--- src/rtl/flash_cmd_pkg.sv ---
package flash_cmd_pkg;

    typedef enum logic [1:0] {
        CMD_NONE,
        CMD_EXIT,
        CMD_ENTRY,
        CMD_BAD
    } cmd_e;

    typedef enum logic [1:0] {
        ST_READ,
        ST_PAGE_P,
        ST_PAGE_D0,
        ST_PAGE_D1
    } page_st_e;

    localparam logic [7:0] CODE_EXIT    = 8'hF0;
    localparam logic [7:0] CODE_ENTRY_P = 8'h50;
    localparam logic [7:0] CODE_ENTRY_D = 8'h5D;

    localparam logic [1:0] WIN_PROG   = 2'd0;
    localparam logic [1:0] WIN_UNUSED = 2'd3;

endpackage

--- src/rtl/fcs_decode.sv ---
module fcs_decode
    import flash_cmd_pkg::*;
#(
    parameter int unsigned OFFSET_W   = 16,
    parameter int unsigned DATA_W     = 8,
    parameter int unsigned CMD_OFFSET = 'h5554
) (
    input  logic                  wr_en,
    input  logic [OFFSET_W+1:0]   wr_addr,
    input  logic [DATA_W-1:0]     wr_data,
    output cmd_e                  cmd,
    output logic [1:0]            bank
);

    logic [1:0]          window;
    logic [OFFSET_W-1:0] offset;
    logic                off_hit;

    assign window  = wr_addr[OFFSET_W +: 2];
    assign offset  = wr_addr[OFFSET_W-1:0];
    assign off_hit = (offset == OFFSET_W'(CMD_OFFSET));
    assign bank    = window;

    always_comb begin
        cmd = CMD_NONE;
        if (wr_en) begin
            if (!off_hit || window == WIN_UNUSED) begin
                cmd = CMD_BAD;
            end else if (wr_data == DATA_W'(CODE_EXIT)) begin
                cmd = CMD_EXIT;
            end else if (wr_data == DATA_W'(CODE_ENTRY_P)) begin
                cmd = (window == WIN_PROG) ? CMD_ENTRY : CMD_BAD;
            end else if (wr_data == DATA_W'(CODE_ENTRY_D)) begin
                cmd = (window != WIN_PROG) ? CMD_ENTRY : CMD_BAD;
            end else begin
                cmd = CMD_BAD;
            end
        end
    end

endmodule

--- src/rtl/fcs_page_fsm.sv ---
module fcs_page_fsm
    import flash_cmd_pkg::*;
#(
    parameter int unsigned PTR_W   = 5,
    parameter int unsigned PF_LAST = 31,
    parameter int unsigned DF_LAST = 15
) (
    input  logic             clk,
    input  logic             rst_n,
    input  cmd_e             cmd,
    input  logic [1:0]       bank,
    input  logic [2:0]       busy_in,
    output logic [2:0]       owner,
    output logic             pgm_page,
    output logic             dat_page,
    output logic             ptr_clr,
    output logic [PTR_W-1:0] buf_last,
    output logic             err_set,
    output logic             err_clr
);

    page_st_e state_q, state_d;
    logic     tgt_busy;
    logic     claim, refuse, fault;
    logic     ptr_clr_q;

    always_comb begin
        tgt_busy = (bank == WIN_UNUSED) ? 1'b0 : busy_in[bank];
    end

    function automatic page_st_e bank_state(input logic [1:0] b);
        unique case (b)
            2'd0:    return ST_PAGE_P;
            2'd1:    return ST_PAGE_D0;
            default: return ST_PAGE_D1;
        endcase
    endfunction

    // transition selection
    always_comb begin
        state_d = state_q;
        claim   = 1'b0;
        refuse  = 1'b0;
        fault   = 1'b0;
        unique case (cmd)
            CMD_NONE:  ;
            CMD_EXIT:  state_d = ST_READ;
            CMD_ENTRY: begin
                if (tgt_busy) begin
                    refuse = 1'b1;
                end else begin
                    claim   = 1'b1;
                    state_d = bank_state(bank);
                end
            end
            CMD_BAD: begin
                fault   = 1'b1;
                state_d = ST_READ;
            end
        endcase
    end

    // state register
    always_ff @(posedge clk or negedge rst_n) begin
        if (!rst_n) begin
            state_q   <= ST_READ;
            ptr_clr_q <= 1'b0;
        end else begin
            state_q   <= state_d;
            ptr_clr_q <= claim;
        end
    end

    // outputs
    always_comb begin
        owner    = 3'b000;
        pgm_page = 1'b0;
        dat_page = 1'b0;
        buf_last = '0;
        unique case (state_q)
            ST_READ:    ;
            ST_PAGE_P: begin
                owner    = 3'b001;
                pgm_page = 1'b1;
                buf_last = PTR_W'(PF_LAST);
            end
            ST_PAGE_D0: begin
                owner    = 3'b010;
                dat_page = 1'b1;
                buf_last = PTR_W'(DF_LAST);
            end
            ST_PAGE_D1: begin
                owner    = 3'b100;
                dat_page = 1'b1;
                buf_last = PTR_W'(DF_LAST);
            end
        endcase
    end

    assign ptr_clr = ptr_clr_q;
    assign err_set = refuse | fault;
    assign err_clr = (cmd == CMD_EXIT);

    AST_EXIT_ABORTS: assert property (@(posedge clk) disable iff (!rst_n)
        (cmd == CMD_EXIT) |=> (owner == 3'b000));

    AST_BUSY_REFUSED: assert property (@(posedge clk) disable iff (!rst_n)
        (cmd == CMD_ENTRY && tgt_busy) |=> (owner == $past(owner) && !ptr_clr));

    AST_SINGLE_OWNER: assert property (@(posedge clk) disable iff (!rst_n)
        $onehot0(owner));

    AST_CLR_WITH_OWNER: assert property (@(posedge clk) disable iff (!rst_n)
        ptr_clr |-> (owner != 3'b000));

    AST_FAULT_ABORTS: assert property (@(posedge clk) disable iff (!rst_n)
        (cmd == CMD_BAD) |=> (!pgm_page && !dat_page));

endmodule

--- src/rtl/fcs_status.sv ---
module fcs_status #(
    parameter int unsigned NUM_BANKS = 3
) (
    input  logic                 clk,
    input  logic                 rst_n,
    input  logic [NUM_BANKS-1:0] busy_in,
    input  logic                 err_set,
    input  logic                 err_clr,
    output logic [NUM_BANKS-1:0] busy_q,
    output logic                 seq_err
);

    always_ff @(posedge clk or negedge rst_n) begin
        if (!rst_n) begin
            busy_q  <= '0;
            seq_err <= 1'b0;
        end else begin
            busy_q <= busy_in;
            if (err_clr) begin
                seq_err <= 1'b0;
            end else if (err_set) begin
                seq_err <= 1'b1;
            end
        end
    end

    AST_EXIT_NO_SQER: assert property (@(posedge clk) disable iff (!rst_n)
        err_clr |=> !seq_err);

    AST_ERR_STICKY: assert property (@(posedge clk) disable iff (!rst_n)
        (seq_err && !err_clr) |=> seq_err);

    AST_EXIT_KEEPS_BUSY: assert property (@(posedge clk) disable iff (!rst_n)
        err_clr |=> (busy_q == $past(busy_in)));

endmodule

--- src/rtl/flash_cmd_seq.sv ---
module flash_cmd_seq
    import flash_cmd_pkg::*;
#(
    parameter int unsigned OFFSET_W   = 16,
    parameter int unsigned DATA_W     = 8,
    parameter int unsigned CMD_OFFSET = 'h5554,
    parameter int unsigned PF_BYTES   = 256,
    parameter int unsigned DF_BYTES   = 128,
    parameter int unsigned WORD_BYTES = 8,
    localparam int unsigned PF_WORDS  = PF_BYTES / WORD_BYTES,
    localparam int unsigned DF_WORDS  = DF_BYTES / WORD_BYTES,
    localparam int unsigned PTR_W     = $clog2(PF_WORDS)
) (
    input  logic                clk,
    input  logic                rst_n,
    input  logic                wr_en,
    input  logic [OFFSET_W+1:0] wr_addr,
    input  logic [DATA_W-1:0]   wr_data,
    input  logic [2:0]          bank_busy,
    output logic [2:0]          stat_busy,
    output logic                stat_pgm_page,
    output logic                stat_dat_page,
    output logic                stat_seq_err,
    output logic [2:0]          page_owner,
    output logic                buf_ptr_clr,
    output logic [PTR_W-1:0]    buf_last_word
);

    cmd_e       cmd;
    logic [1:0] bank;
    logic       err_set, err_clr;

    fcs_decode #(
        .OFFSET_W   (OFFSET_W),
        .DATA_W     (DATA_W),
        .CMD_OFFSET (CMD_OFFSET)
    ) u_decode (
        .wr_en   (wr_en),
        .wr_addr (wr_addr),
        .wr_data (wr_data),
        .cmd     (cmd),
        .bank    (bank)
    );

    fcs_page_fsm #(
        .PTR_W   (PTR_W),
        .PF_LAST (PF_WORDS - 1),
        .DF_LAST (DF_WORDS - 1)
    ) u_fsm (
        .clk      (clk),
        .rst_n    (rst_n),
        .cmd      (cmd),
        .bank     (bank),
        .busy_in  (bank_busy),
        .owner    (page_owner),
        .pgm_page (stat_pgm_page),
        .dat_page (stat_dat_page),
        .ptr_clr  (buf_ptr_clr),
        .buf_last (buf_last_word),
        .err_set  (err_set),
        .err_clr  (err_clr)
    );

    fcs_status #(
        .NUM_BANKS (3)
    ) u_status (
        .clk     (clk),
        .rst_n   (rst_n),
        .busy_in (bank_busy),
        .err_set (err_set),
        .err_clr (err_clr),
        .busy_q  (stat_busy),
        .seq_err (stat_seq_err)
    );

    AST_PAGE_BITS_MATCH_OWNER: assert property (@(posedge clk) disable iff (!rst_n)
        (stat_pgm_page == page_owner[0]) && (stat_dat_page == |page_owner[2:1]));

endmodule

--- config.mk ---
export PLATFORM = sky130hd
export DESIGN_NAME = flash_cmd_seq
export DESIGN_NICKNAME = d
export VERILOG_FILES = /design/src/rtl/flash_cmd_pkg.sv /design/src/rtl/fcs_decode.sv /design/src/rtl/fcs_page_fsm.sv /design/src/rtl/fcs_status.sv /design/src/rtl/flash_cmd_seq.sv
export SDC_FILE = /design/constraint.sdc
export NUM_CORES = 1
export LEC_CHECK = 0
export ABC_AREA = 1
export ABC_CLOCK_PERIOD_IN_PS = 800
export BUFFER_PORTS_ARGS = -buffer_cell sky130_fd_sc_hd__buf_2
export CORE_MARGIN = 10
export CORE_UTILIZATION = 36
export CTS_BUF_LIST = sky130_fd_sc_hd__clkbuf_4
export DETAILED_ROUTE_END_ITERATION = 10
export PLACE_DENSITY = 0.75
export SYNTH_ARGS = -nofsm -noshare
export SYNTH_HDL_FRONTEND = slang
export SYNTH_SLANG_ARGS = --single-unit
--- constraint.sdc ---
create_clock -name clk -period 0.8 [get_ports clk]
set_input_delay 0.16 -clock clk [delete_from_list [all_inputs] [get_ports clk]]
set_output_delay 0.16 -clock clk [all_outputs]
set_load 0.05 [all_outputs]
==> out/results.ini <==
[status]
outcome=finished with violations
violations=negative setup slack

[global_routing]
grt_util_met3_pct=2.47
grt_use_total_pct=10.1
grt_pass1_vias=751
grt_pass1_wl_um=2920
top_usage_layer=met2
use_met1_pct=9.29
antenna_found_initial=0
grt_max_degree=8
grtUsageMet2_pct=19.7
grt-ovfl-total=0

[yosys]
postSynthCellCount=103
yosys-top-cells-area=dfrtp_1, nand2_1, inv_1
yosys_warnings=0
synth_top_area_share_pct=28.6
ys_ff_latch=7
syn_area_um2=613
yosysTopAreaCell=dfrtp_1
synth_seq_area_share_pct=28.6
synth_nets=135
avgSynthCellArea_um2=5.95
synth_cell_types=18

[floorplan]
num_rows=14
io_pins=47
die_w_um=61.3
initial_utilization_pct=39.3
core_um2=1560
dieArea_um2=3750
dieHeight_um=61.3

[worst_setup_path]
worst_ep_arrival_time_ns=1.06
reg2reg_depth=3
crit_path_end=buf_last_word[4]
crit_type=flip-flop to output port
crit_chain=nor2_4 > buf_6
crit_required_ns=0.64
slowest_delay_ns=0.46
slowest_stage=dfrtp_2
path_depth=2
r2r_setup_slack_ns=0.02
timing.rr.start=u_fsm.state_q[0]$_DFFE_PN0P_
worst-path-max-fanout=5
crit_start=u_fsm.state_q[1]$_DFFE_PN0P_
worstSetupEndpointType=output port
start_kind=flip-flop
critPathTopFamily=flip-flops
r2r_end=u_fsm.state_q[0]$_DFFE_PN0P_
path_buf_inv=1

[routing]
drt-wirelength-per-cell_um=11.8
drcViolationCount=0
ant_nets=0
wl_um=2010
drt-vias-per-instance=4.55
vias=774
drtIter0Drc=8
first_pass_iters=3

[sta]
maxSlewHeadroom_pct=84.2
maxSlewViolCount=0
clock-skew-final_ns=0
rsz0062_at_grt=true
fin_crit_ns=1.22
tightest_slew_ns=0.235
max_freq_mhz=817
hold_viol=0
fin_ws_ns=-0.424
period_share_pct=153
tns_ns=-4.72
setup_viol=19

[power_and_ir_drop]
power_uw=1070
p_per_area_nw_per_um2=904
p_sw_share_pct=30.1
power_leakage_uw=0.000635
p_seq_share_pct=34.8
p_int_uw=748
power_frac_comb_pct=32.2
p_switching_uw=322
pwr-share-clk_pct=33.0
ir_drop_uv=683

[clock_tree]
htreeDepth=1
clock_path_buffers=2
clock_latency_ns=0.25
clk_pin_slew_worst_paths_ns=0.05
cts_made_buffers=3
root_buffer=clkbuf_4
cts_tree=yes
cts.sinks=7

[job]
drv_cap=0

[place]
globalplace.congestion=0.644
hpwl_um=1600
pre_cts_ws_ns=-0.358
io_buffers=46

[cells_and_area]
antenna_cells=0
drive_above_1_share_pct=66.2
synthToLayoutAreaGrowth_pct=93.1
fin_nets=187

[min_path]
hold_path_class=input pin to flip-flop

==> power by group through the flow <==
stage          registers [uW]  logic, uW  clock network, uW
2_1_floorplan             416       88.0                  0
3_3_place_gp              374        253                  0
3_5_place_dp              376        261                  0
4_1_cts                   372        302                358
5_1_grt                   373        376                371
6_report                  372        345                353
==> state kept, by name (all words and copies together), names as in the netlist <==
register,count
u_fsm.ptr_clr,1
u_status.seq_err,1
u_fsm.state_q,2
u_status.busy_q,3
==> through the flow <==
stage / area [um2] / hold WS (ns) / cells / utilization, %
2_1_floorplan: 674 / -0.136 / 103 / -
3_3_place_gp: 873 / -0.00593 / 162 / 56.0
3_5_place_dp: 873 / -0.00310 / 162 / 56.0
4_1_cts: 1070 / 0.0292 / 168 / 68.4
5_1_grt: 1180 / 0.0322 / 170 / 75.9
6_report: 1180 / 0.0340 / 170 / 75.9
==> cell families after synthesis <==
kind of cell / Yosys count / synth area share, %
AND/OR/NAND/NOR: 66 / 48.8
AO/OA/AOI/OAI: 3 / 3.06
flip-flops: 7 / 28.6
buffers and inverters: 27 / 19.6
==> timing repair <==
action                     CTS  global route
setup endpoints to repair   19            19
setup buffers                1             2
pin swaps                    9            18
resized for setup           45            29
hold endpoints to repair     7             0
gates cloned                 0             0
hold buffers                 1             0
==> per-layer routing <==
layer  routed length, um  vias up
li1                    -      398
met1                 666      346
met2                1160       26
met3                 143        4
met4                  42        0
met5                   0        -
==> cells in the mapped netlist <==
cell      count
nor2_2        3
o21ai_2       1
inv_2         1
nand3_2       1
nor2_4        2
inv_1        20
nand2_2       3
dfrtp_1       7
nor3_1        2
buf_4         5
o21ai_1       1
and2_1        1
nor2_1       15
nand2_1      32
nand4_1       1
nand3_1       6
a21oi_1       1
clkbuf_1      1
==> cell type report <==
class,instances,area (um2)
Clock buffer,4,30.0
Fill cell,116,375
Inverter,21,78.8
Multi-Input combinational cell,69,447
Sequential cell,7,176
Tap cell,16,20.0
Timing Repair Buffer,53,432
==> worst min-delay path by stage <==
stage                      start  cells after the start                           end
finish              bank_busy[2]                      1  u_status.busy_q[2]$_DFF_PN0_
global route        bank_busy[2]                      1  u_status.busy_q[2]$_DFF_PN0_
CTS                 bank_busy[2]                      1  u_status.busy_q[2]$_DFF_PN0_
detailed placement         rst_n                      1  u_status.seq_err$_DFFE_PN0P_
global placement           rst_n                      1  u_status.busy_q[2]$_DFF_PN0_
floorplan                  rst_n                      0       u_fsm.ptr_clr$_DFF_PN0_
==> worst reg2reg max path, stage by stage (launching register included) <==
cell and delay, ns:
dfrtp_1 0.41, buf_4 0.15, nand3_1 0.07, nand2_1 0.05
==> cell usage in the layout, fill, tap and decap left out, types with 2 or more instances in the layout <==
cell	n
buf_2	25
buf_4	6
buf_6	17
buf_8	4
clkbuf_4	4
dfrtp_1	6
inv_1	13
inv_2	8
nand2_1	26
nand2_2	6
nand2_4	3
nand3_1	2
nand3_2	5
nor2_1	2
nor2_2	10
nor2_4	8
nor3_2	2
o21ai_2	2
No activity file was read; power rests on OpenSTA's default activity.
